==> src/rtl/burst_seq_pkg.sv <==
package burst_seq_pkg;

    // Number of address bits generated internally per burst
    localparam int LOW_W = 2;

    // Beat position in the burst; encoding equals the beat offset
    typedef enum logic [LOW_W-1:0] {
        BEAT_FIRST  = 2'b00,
        BEAT_SECOND = 2'b01,
        BEAT_THIRD  = 2'b10,
        BEAT_FOURTH = 2'b11
    } beat_state_t;

    // Order selection as seen on the mode input
    typedef enum logic {
        ORDER_LINEAR      = 1'b0,
        ORDER_INTERLEAVED = 1'b1
    } order_mode_t;

endpackage

==> src/rtl/burst_beat_fsm.sv <==
module burst_beat_fsm
    import burst_seq_pkg::*;
(
    input  logic             clk,
    input  logic             rst_n,
    input  logic             load_i,
    input  logic             adv_n_i,
    output beat_state_t      state_o,
    output logic [LOW_W-1:0] offset_o
);

    beat_state_t state_q;
    beat_state_t state_d;

    // State register
    always_ff @(posedge clk or negedge rst_n) begin
        if (!rst_n) begin
            state_q <= BEAT_FIRST;
        end else begin
            state_q <= state_d;
        end
    end

    // Transitions: load restarts, advance steps, otherwise hold
    always_comb begin
        state_d = state_q;
        if (load_i) begin
            state_d = BEAT_FIRST;
        end else if (!adv_n_i) begin
            unique case (state_q)
                BEAT_FIRST:  state_d = BEAT_SECOND;
                BEAT_SECOND: state_d = BEAT_THIRD;
                BEAT_THIRD:  state_d = BEAT_FOURTH;
                BEAT_FOURTH: state_d = BEAT_FIRST;
                default:     state_d = BEAT_FIRST;
            endcase
        end
    end

    // Outputs: beat offset applied to the start pair
    always_comb begin
        unique case (state_q)
            BEAT_FIRST:  offset_o = 2'd0;
            BEAT_SECOND: offset_o = 2'd1;
            BEAT_THIRD:  offset_o = 2'd2;
            BEAT_FOURTH: offset_o = 2'd3;
            default:     offset_o = 2'd0;
        endcase
    end

    assign state_o = state_q;

endmodule

==> src/rtl/burst_start_reg.sv <==
module burst_start_reg #(
    parameter int ADDR_W = 19
) (
    input  logic              clk,
    input  logic              rst_n,
    input  logic              load_i,
    input  logic [ADDR_W-1:0] addr_i,
    output logic [ADDR_W-1:0] start_o
);

    logic [ADDR_W-1:0] start_q;

    always_ff @(posedge clk or negedge rst_n) begin
        if (!rst_n) begin
            start_q <= '0;
        end else if (load_i) begin
            start_q <= addr_i;
        end
    end

    assign start_o = start_q;

endmodule

==> src/rtl/burst_order_map.sv <==
module burst_order_map
    import burst_seq_pkg::*;
(
    input  logic             mode_i,
    input  logic [LOW_W-1:0] start_i,
    input  logic [LOW_W-1:0] offset_i,
    output logic [LOW_W-1:0] low_o
);

    logic [LOW_W-1:0] lin_low;
    logic [LOW_W-1:0] ilv_low;

    // Linear: modulo-4 count from the start
    assign lin_low = start_i + offset_i;
    // Interleaved: offset flips start bits
    assign ilv_low = start_i ^ offset_i;

    always_comb begin
        unique case (order_mode_t'(mode_i))
            ORDER_INTERLEAVED: low_o = ilv_low;
            ORDER_LINEAR:      low_o = lin_low;
            default:           low_o = ilv_low;
        endcase
    end

endmodule

==> src/rtl/burst_addr_seq.sv <==
module burst_addr_seq
    import burst_seq_pkg::*;
#(
    parameter int ADDR_W = 19
) (
    input  logic              clk,
    input  logic              rst_n,
    input  logic              load_i,
    input  logic              adv_n_i,
    input  logic              mode_i,
    input  logic [ADDR_W-1:0] addr_i,
    output logic [ADDR_W-1:0] addr_o
);

    localparam int UP_W = ADDR_W - LOW_W;

    beat_state_t      beat_state;
    logic [LOW_W-1:0] beat_offset;
    logic [ADDR_W-1:0] start_addr;
    logic [LOW_W-1:0] gen_low;

    burst_beat_fsm u_fsm (
        .clk      (clk),
        .rst_n    (rst_n),
        .load_i   (load_i),
        .adv_n_i  (adv_n_i),
        .state_o  (beat_state),
        .offset_o (beat_offset)
    );

    burst_start_reg #(.ADDR_W(ADDR_W)) u_start (
        .clk     (clk),
        .rst_n   (rst_n),
        .load_i  (load_i),
        .addr_i  (addr_i),
        .start_o (start_addr)
    );

    burst_order_map u_map (
        .mode_i   (mode_i),
        .start_i  (start_addr[LOW_W-1:0]),
        .offset_i (beat_offset),
        .low_o    (gen_low)
    );

    // Upper bits pass through from the capture; low pair is generated
    assign addr_o = {start_addr[ADDR_W-1 -: UP_W], gen_low};

    logic unused_state;
    assign unused_state = ^beat_state;

endmodule

==> config.mk <==
export PLATFORM = sky130hd
export DESIGN_NAME = burst_addr_seq
export DESIGN_NICKNAME = d
export VERILOG_FILES = /design/src/rtl/burst_seq_pkg.sv /design/src/rtl/burst_beat_fsm.sv /design/src/rtl/burst_start_reg.sv /design/src/rtl/burst_order_map.sv /design/src/rtl/burst_addr_seq.sv
export SDC_FILE = /design/constraint.sdc
export NUM_CORES = 1
export LEC_CHECK = 0
export ABC_AREA = 1
export CORE_MARGIN = 3
export CORE_UTILIZATION = 40
export DETAILED_ROUTE_END_ITERATION = 6
export DONT_BUFFER_PORTS = 1
export PLACE_DENSITY = 0.54
export SETUP_SLACK_MARGIN = 0.05
export SLEW_MARGIN = 40
export SYNTH_ARGS = -nofsm -noshare
export SYNTH_HDL_FRONTEND = slang
export SYNTH_SLANG_ARGS = --single-unit
==> constraint.sdc <==
create_clock -name clk -period 2.9 [get_ports clk]
set_input_delay 0.29 -clock clk [delete_from_list [all_inputs] [get_ports clk]]
set_output_delay 0.29 -clock clk [all_outputs]
set_load 0.005 [all_outputs]
Word level (Yosys, flattened, before mapping)
Cells that the tools add are included.
{ "word_totals": {"register_bits": 21, "mem_bits_rw": 0, "word_cells": 15, "romBits": 0, "latch_bits": 0, "n_memories": 0} }
{ "op_classes": {"n_shift": 0, "reduce_logical": 1, "muxes": 5, "magnitude_cmp": 0, "div": 0, "bitwise": 2, "n_mul": 0, "n_addsub": 1, "eq_ne": 4} }
{ "ops": {"columns": ["operator", "count"], "rows": [
  ["one-hot mux 2 bit (4 select lines)", 2],
  ["equality test 2 bit (second input constant)", 2],
  ["2-to-1 mux 2 bit", 2],
  ["one-hot mux 2 bit (2 select lines)", 1],
  ["adder 2 bit", 1],
  ["equality test 2 x 1 -> 1 bit (second input constant)", 1],
  ["zero test 2 bit", 1],
  ["!= test 2 bit (second input constant)", 1],
  ["XOR 2 bit", 1],
  ["NOT 1 bit", 1]
]} }

Depth between registers and ports, before layout
Gate-level depths: netlist of the first run.
{ "depth": {"depth_word": 4, "mapped_depth": 6} }

Modules after synthesis
A second synthesis of the first run with hierarchy kept.
{ "hier_totals": {"cells_unflattened": 117, "area_unflattened_um2": 973.4} }
{ "modules_own_cells": {"columns": ["mod", "cells_each", "area_each_um2", "seq_area_each_um2", "n_inst"], "rows": [
  ["burst_start_reg", 80, 738.2, 475.5, 1],
  ["burst_beat_fsm", 22, 167.7, 50.0, 1],
  ["burst_order_map", 15, 67.6, 0.0, 1]
]} }

Worst setup path before layout of the first run
Ideal clock, no wire load.
{ "synth_path": {"kind": "flip-flop to output port", "start": "register u_fsm.state_q[0], in the netlist u_fsm.state_o[0]", "end": "output port addr_o[1]", "arrival_ns": 0.922, "path_slack_ns": 1.688, "stages_incl_launch_ff": 6, "path_cell_list": "dfrtp_1 ha_1 nor2_1 nand2_1 nand3_1 nand2_1"} }
{ "synth_between": {"elab_chain_cells": 4} }
{ "synth_lines": {"columns": ["element", "line_no", "text"], "rows": [
  ["from (decl)", "burst_beat_fsm.sv:12", "beat_state_t state_q;"],
  ["from (signal assigned)", "burst_beat_fsm.sv:20", "state_q <= state_d;"],
  ["equality test 2 bit, or another cell as far along", "burst_beat_fsm.sv:42", "unique case (state_q)"],
  ["one-hot mux 2 bit (4 select lines) *", "burst_beat_fsm.sv:42", null],
  ["adder 2 bit or XOR 2 bit (tied branches)", "burst_order_map.sv:14, burst_order_map.sv:16", null],
  ["one-hot mux 2 bit (2 select lines) *", "burst_order_map.sv:19", "unique case (order_mode_t'(mode_i))"],
  ["to (decl)", "burst_addr_seq.sv:12", "output logic [ADDR_W-1:0] addr_o"]
]} }
Every way passes the cells marked *; elsewhere a longest branch is shown, timed or not.

Worst setup path after layout of the first run
Same ends and word-level chain as after synthesis.

==> results of run 1 <==
power breakdown:
part	leakage, nW	switching [W]	internal [W]
Sequential	0.258	0.0000205	0.000319
Clock	0.0150	0.0000841	0.0000535
Combinational	0.251	0.0000316	0.0000205
Total	0.524	0.000136	0.000393
per-stage QoR:
| step | instances | total power (W) |
|---|---|---|
| after floorplan | 119 | 0.000411 |
| after global placement | 127 | 0.000389 |
| after detailed placement | 127 | 0.000392 |
| after CTS | 132 | 0.000543 |
| after global routing | 133 | 0.000568 |
| final | 133 | 0.000529 |
sequential cells by signal (all words and copies together) (netlist names):
| name | flops |
|---|---|
| u_start.start_o | 19 |
| u_fsm.state_o | 2 |
area by class of cell:
cell class                      count  area [um^2]  share of cell area
Clock buffer                        4         26.3              0.0282
Inverter                            5         18.8              0.0201
Multi-Input combinational cell     73          313               0.335
Sequential cell                    21          526               0.563
Tap cell                           28         35.0              0.0375
Timing Repair Buffer                2         15.0              0.0161
per-layer routing:
| layer | track usage | wire (um) | up-vias |
|---|---|---|---|
| li1 | - | - | 317 |
| met1 | 0.144 | 715 | 290 |
| met2 | 0.194 | 873 | 22 |
| met3 | 0.0302 | 132 | 2 |
| met4 | 0.0508 | 16 | 0 |
| met5 | 0 | 0 | - |
Yosys cell counts:
cell	number	area, um^2
a21oi_1	1	5.00
dfrtp_1	21	526
nor2_1	4	15.0
inv_2	1	3.75
nand2_1	59	221
o21ai_0	3	15.0
xor2_1	1	8.76
nand3_1	2	10.0
buf_2	2	10.0
inv_1	4	15.0
ha_1	3	37.5
buf_4	18	135
placed cells by master (no fill, tap or decap), types with 2 or more instances in the layout:
master,synthesis,routed
clkbuf_4,0,3
dfrtp_1,21,21
ha_1,3,3
inv_1,4,4
nand2_1,59,59
nand3_1,2,2
nor2_1,4,4
o21ai_0,3,3
cell families (layout without fill, tap and decap cells):
logic type                 after synthesis  after routing
and+or+nand+nor                         65             65
DFF                                     21             21
AOI/OAI and AO/OA                        4              4
xor gates and xnor gates                 1              1
adders and majority gates                3              3
buffers and inverters                   25             11
path summary, 6_finish.rpt:
check / startpoint / to / slack, ns / cells past startpoint
setup / recovery: u_fsm.state_o[0] / addr_o[1] / 1.27 / 6
hold / removal: load_i / u_fsm.state_o[1] / 0.05 / 1
setup reg to reg: u_fsm.state_o[0] / u_fsm.state_o[1] / 1.85 / 5
hold reg to reg: u_start.start_o[0] / u_start.start_o[0] / 0.50 / 2
max in group asynchronous: rst_n / u_start.start_o[2] / 2.10 / 2
min in group asynchronous: rst_n / u_start.start_o[18] / 0.47 / 2
critical path: cells and delay by family, from the launching register on:
kind	cells	cell delay, ns
flip-flops	1	0.42
AND/OR/NAND/NOR	4	0.36
adder cells (fa/ha/maj)	1	0.21
buffers and inverters	1	0.06
==> metrics.yaml, run 1 <==
outcome: "finished clean"
io_pins: 43
hpwl_um: 1260
ys_seq_elements: 21
maxSlewViolCount: 0
synthCells: 119
final_util: 0.406
routed_wl_um: 1740
grt_pass1_wl_um: 2930
slowest_delay_ns: 0.42
synth_fa_ha_area_frac: 0.0375
nNetsFinal: 133
postRouteAntennaNets: 0
grt_pass1_vias: 643
crit_arrival_ns: 1.34
drc: 0
synthesis.area_um2: 1000
place_area_um2: 892
max_slew.worst_pin.slew_ns: 0.466
drive_above_1_share: 0.0476
path_clk_slew_ns: 0.11
synth.avg_cell_area_um2: 8.42
fin_area_um2: 933
viasPerCell: 4.74
critical_path.cell_chain: "inv_1 -> ha_1 -> nor2_1 -> nand2_1 -> nand3_1 -> nand2_1"
hold_buffers: 1
rsz0062_at_grt: "no"
synth_compound_area_frac: 0.0200
start_util: 0.436
fin_worst_skew_ns: 0.0000512
die_w_um: 56.1
timing.hold.ws_ns: 0.0475
final.period_utilization: 0.563
finalSetupViolCount: 0
dp_slack_ns: 1.58
powerDensity_nw_per_um2: 567
grt_use_total: 0.117
critical_path_class: "reg2out"
wire_per_inst_um: 13.1
finalCriticalPeriod_ns: 1.63
endpoint_kind: "output pin"
cp_max_fo: 4
numCtsBuffers: 3
cts.path.max_buffers: 2
gp_congestion: 0.648
synth-xor-area-share: 0.00874
relSlewSlack: 0.689
grt_max_degree: 24
synthesis.nets: 146
clock-sinks: 21
cpMostUsedCell: "nand2_1"
grt_overflow: 0
synth_mux_area_frac: 0
coreArea_um2: 2300
cts_tree: "yes"
area_delta_synth_final_pct: -6.87
yosys.area_share.simple: 0.246
ys_types: 12
firstDrtPassIters: 4
rows: 17
synth_top_family_by_area: "simple AND/OR/NAND/NOR gates"
fin_ws_ns: 1.27
max_freq_mhz: 613
yosysWarnings: 0
fp.dieH_um: 56.1
clockRootBuffer: "clkbuf_4"
leakagePower_nw: 0.524
diodes: 0
htree_num_levels: 1
cts_resized: 0
fillers: 244
cp-start-kind: "register"
worstSkewPairLatency_ns: 0.29
slowest_stage: "dfrtp_1"
finalSetupTns_ns: 0
routed-via-count: 631
worstPathRequired_ns: 2.61
peakVddDrop_uv: 241
initialDrtViolationCount: 18
io_buffers: 0
max_cap_violations: 0
hold_viol: 0
cts_setup_buffers: 0
ys_seq_area_frac: 0.524
hold_path_class: "in2reg"
antenna_found_initial: 0
dieArea_um2: 3140
Power figures use the tool's default switching activity.
==> inputs of run 2 (changes only) <==
==> constraint.sdc (replaced) <==
create_clock -name clk -period 1.6 [get_ports clk]
set_input_delay 0.16 -clock clk [delete_from_list [all_inputs] [get_ports clk]]
set_output_delay 0.16 -clock clk [all_outputs]
set_load 0.005 [all_outputs]
==> metrics.yaml, run 2 (synthesis results as in run 1) <==
firstDrtPassIters: 4
io_buffers: 0
area_delta_synth_final_pct: 15.4
fin_worst_skew_ns: 0.0000513
max_slew.worst_pin.slew_ns: 0.750
cts.path.max_buffers: 2
postRouteAntennaNets: 0
initialDrtViolationCount: 49
total_power_w: 0.00101
rsz0062_at_grt: "no"
viasPerCell: 4.64
critical_path_class: "reg2out"
worstSkewPairLatency_ns: 0.29
cp-start-kind: "register"
coreArea_um2: 2300
max_freq_mhz: 681
wire_per_inst_um: 12.7
peakVddDrop_uv: 475
outcome: "finished clean"
diodes: 0
drive_above_1_share: 0.0720
finalCriticalPeriod_ns: 1.47
rows: 17
gp_congestion: 0.648
grt_pass1_vias: 691
endpoint_kind: "output pin"
clockRootBuffer: "clkbuf_4"
die_w_um: 56.1
largest_reg_flops: 19
leakagePower_nw: 0.608
crit_arrival_ns: 1.31
grt_pass1_wl_um: 3200
htree_num_levels: 1
wl_met1_um: 795
cts_setup_buffers: 0
hold_path_class: "in2reg"
io_pins: 43
numCtsBuffers: 3
finalSetupTns_ns: 0
drc: 0
powerDensity_nw_per_um2: 875
finalSetupViolCount: 0
wl_met3_um: 109
grt_use_total: 0.127
cts_tree: "yes"
timing.hold.ws_ns: 0.0183
final_cell_mix: "59 x nand2_1, 21 x dlygate4sd3_1, 21 x dfrtp_1"
path_clk_slew_ns: 0.11
clock-sinks: 21
max_cap_violations: 0
routed_wl_um: 1940
met2_length_um: 1020
nNetsFinal: 153
fp.dieH_um: 56.1
final.period_utilization: 0.917
hold_viol: 0
grt_overflow: 0
cp_max_fo: 3
dieArea_um2: 3140
routed-via-count: 710
final_common_cell: "nand2_1"
top_layer_used: "met4"
hpwl_um: 1260
relSlewSlack: 0.498
grt_max_degree: 23
maxSlewViolCount: 0
antenna_found_initial: 0
start_util: 0.436
worstPathRequired_ns: 1.44
run 2: cell count changes in the layout (fill, tap and decap cells not counted):
cell / delta
dlygate4sd3_1: +20
ha_1: -2
o21ai_0: -2
o21ai_1: +2
ha_2: +1
ha_4: +1
inv_1: -1
inv_2: +1
nor2_1: -1
nor2_4: +1
run 2: worst max-delay path, cell delays in order, from the launching register on:
cell	delay, ns
dfrtp_1	0.45
ha_2	0.23
o21ai_1	0.15
nand3_1	0.09
nand2_1	0.09
run 2: layout make-up:
| cell class | instances | area (um^2) |
|---|---|---|
| Clock buffer | 4 | 26.3 |
| Multi-Input combinational cell | 73 | 335 |
| Fill cell | 220 | 1140 |
| Sequential cell | 21 | 526 |
| Tap cell | 28 | 35.0 |
| Inverter | 5 | 18.8 |
| Timing Repair Buffer | 22 | 215 |
run 2: layer usage:
metal | global-route usage | vias to the layer above
met5 | 0 | -
met4 | 0.0508 | 0
met3 | 0.0255 | 2
met2 | 0.212 | 22
met1 | 0.161 | 330
li1 | - | 356
run 2: through the flow:
step	setup WS (ns)	instances	utilization	cell area, um^2
finish	0.133	153	0.503	1160
global route	0.0317	153	0.503	1160
CTS	0.0616	152	0.491	1130
detailed placement	0.412	127	0.388	892
global placement	0.495	127	0.388	892
floorplan	0.518	119	-	1000
run 2: path summary, 6_finish.rpt:
| kind | end | slack, ns | start | cells past startpoint |
|---|---|---|---|---|
| max in group asynchronous | u_start.start_o[2] | 0.94 | rst_n | 2 |
| setup / recovery | addr_o[1] | 0.13 | u_fsm.state_o[1] | 4 |
| hold reg to reg | u_start.start_o[0] | 0.51 | u_start.start_o[0] | 2 |
| min in group asynchronous | u_start.start_o[12] | 0.35 | rst_n | 2 |
| setup reg to reg | u_fsm.state_o[1] | 0.53 | u_fsm.state_o[0] | 5 |
| hold / removal | u_fsm.state_o[1] | 0.02 | adv_n_i | 2 |
run 2: report_power, final:
part           internal (W)  switching, W  leakage [nW]  total (W)
Clock             0.0000969      0.000147        0.0150   0.000244
Combinational     0.0000742     0.0000762         0.335   0.000150
Sequential         0.000578     0.0000393         0.258   0.000617
run 2: what timing repair did:
item / CTS / global route
hold buffers: 21 / 1
setup endpoints to repair: 0 / 1
resized for setup: 0 / 8
hold endpoints to repair: 42 / 21
==> inputs of run 3 (changes only) <==
--- a/config.mk
+++ b/config.mk
@@ -11,6 +11,7 @@
 export DETAILED_ROUTE_END_ITERATION = 6
 export DONT_BUFFER_PORTS = 1
 export PLACE_DENSITY = 0.54
+export RECOVER_POWER = 100
 export SETUP_SLACK_MARGIN = 0.05
 export SLEW_MARGIN = 40
 export SYNTH_ARGS = -nofsm -noshare
==> metrics.yaml, run 3 (synthesis results as in run 1) <==
finalSetupViolCount: 0
regArea_um2: 526
pwr-share-comb: 0.148
hold_viol: 0
switchingPower_w: 0.000262
final_common_cell: "nand2_1"
routed_wl_um: 1940
grt_max_degree: 23
htree_num_levels: 1
leakagePower_nw: 0.605
dieArea_um2: 3140
crit_arrival_ns: 1.31
cts_setup_buffers: 0
worstSkewPairLatency_ns: 0.29
cp-start-kind: "register"
start_util: 0.436
max_cap_violations: 0
max_slew.worst_pin.slew_ns: 1.10
dp_cells: 127
slowest_stage: "dfrtp_1"
fillers: 221
hold_path_class: "in2reg"
peakVddDrop_uv: 475
wire_per_inst_um: 12.7
powerDensity_nw_per_um2: 875
initialDrtViolationCount: 46
firstDrtPassIters: 4
fin_ws_ns: 0.129
clockRootBuffer: "clkbuf_4"
worstHoldPathCells: 2
grt_pass1_wl_um: 3200
swShare: 0.260
antenna_found_initial: 0
hpwl_um: 1260
total_power_w: 0.00101
seqPwrFrac: 0.610
r2r-start: "u_fsm.state_o[0]"
relSlewSlack: 0.267
grt_pass1_vias: 691
clock-sinks: 21
internal-power_w: 0.000748
cp_max_fo: 4
drc: 0
cpMostUsedCell: "nand2_1"
place_area_um2: 892
final.period_utilization: 0.920
coreArea_um2: 2300
largest_reg_flops: 19
fp.dieH_um: 56.1
slowest_delay_ns: 0.42
cts_tree: "yes"
multi_input_area_um2: 335
fin_area_um2: 1150
critical_path.cell_chain: "inv_1 -> ha_4 -> nor2_4 -> nand2_1 -> nand3_1 -> nand2_1"
grt_use_total: 0.127
outcome: "finished clean"
finalCriticalPeriod_ns: 1.47
max_freq_mhz: 680
area_delta_synth_final_pct: 15.2
critPathLaunch: "u_fsm.state_o[0]"
io_buffers: 0
die_w_um: 56.1
fin_worst_skew_ns: 0.0000513
maxSlewViolCount: 0
worstHoldStart: "adv_n_i"
cts.path.max_buffers: 2
finalSetupTns_ns: 0
final_cells: 153
postRouteAntennaNets: 0
path_clk_slew_ns: 0.11
io_pins: 43
dp_slack_ns: 0.412
cp_num_buf_inv: 1
r2r_cells: 5
worstPathRequired_ns: 1.44
cp.depth: 6
grt_overflow: 0
numCtsBuffers: 3
cp_top_family: "flip-flops"
diodes: 0
viasPerCell: 4.64
drive_above_1_share: 0.0560
rows: 17
endpoint_kind: "output pin"
gp_congestion: 0.648
routed-via-count: 710
pwr-share-clk: 0.242
rsz0062_at_grt: "no"
critical_path_class: "reg2out"
nNetsFinal: 153
final_cell_mix: "59 x nand2_1, 21 x dlygate4sd3_1, 21 x dfrtp_1"
run 3: changes by cell type in the layout (fill, tap and decap cells not counted):
| cell | change |
|---|---|
| buf_2 | -1 |
| clkbuf_1 | +1 |
| inv_2 | -1 |
| inv_1 | +1 |
run 3: area by class of cell:
| type | instances | area share |
|---|---|---|
| clock buffer | 4 | 0.0228 |
| tap | 28 | 0.0303 |
| multi-input combinational | 73 | 0.290 |
| sequential | 21 | 0.455 |
| inverter | 5 | 0.0163 |
| timing repair buffer | 22 | 0.185 |
run 3: worst register-to-register path: stages, from the launching register on:
cell and delay [ns]:
dfrtp_1 0.42, inv_1 0.10, ha_4 0.26, nor2_1 0.03, a21oi_1 0.11, nor2_1 0.05
run 3: power by group through the flow:
| stage | sequential (W) | clock (W) | combinational, W |
|---|---|---|---|
| floorplan | 0.000609 | 0 | 0.000136 |
| global placement | 0.000625 | 0 | 0.0000794 |
| detailed placement | 0.000627 | 0 | 0.0000845 |
| CTS | 0.000616 | 0.000270 | 0.000143 |
| global route | 0.000623 | 0.000288 | 0.000177 |
| finish | 0.000616 | 0.000244 | 0.000150 |
run 3: metrics by stage:
| step | hold slack, ns | utilization |
|---|---|---|
| after floorplan | -0.136 | - |
| after global placement | -0.135 | 0.388 |
| after detailed placement | -0.135 | 0.388 |
| after CTS | 0.00646 | 0.491 |
| after global routing | 0.0139 | 0.503 |
| final | 0.0183 | 0.503 |
run 3: path summary, 6_finish.rpt:
check,to,slack [ns]
setup / recovery,addr_o[1],0.13
hold / removal,u_fsm.state_o[1],0.02
setup reg to reg,u_fsm.state_o[1],0.50
hold reg to reg,u_start.start_o[0],0.51
max in group asynchronous,u_start.start_o[2],0.36
min in group asynchronous,u_start.start_o[12],0.59
run 3: timing repair:
| item | 4_1_cts | 5_1_grt |
|---|---|---|
| endpoints found under the hold margin | 42 | 21 |
| gates resized for setup | 0 | 8 |
| hold buffers | 21 | 1 |
| setup endpoints to repair | 0 | 1 |
run 3: layer usage:
layer,GRT usage,vias to the layer above,share of wire
li1,-,356,-
met3,0.0255,2,0.056
met4,0.0508,0,0.0082
met2,0.212,22,0.53
met1,0.161,330,0.41
met5,0,-,0
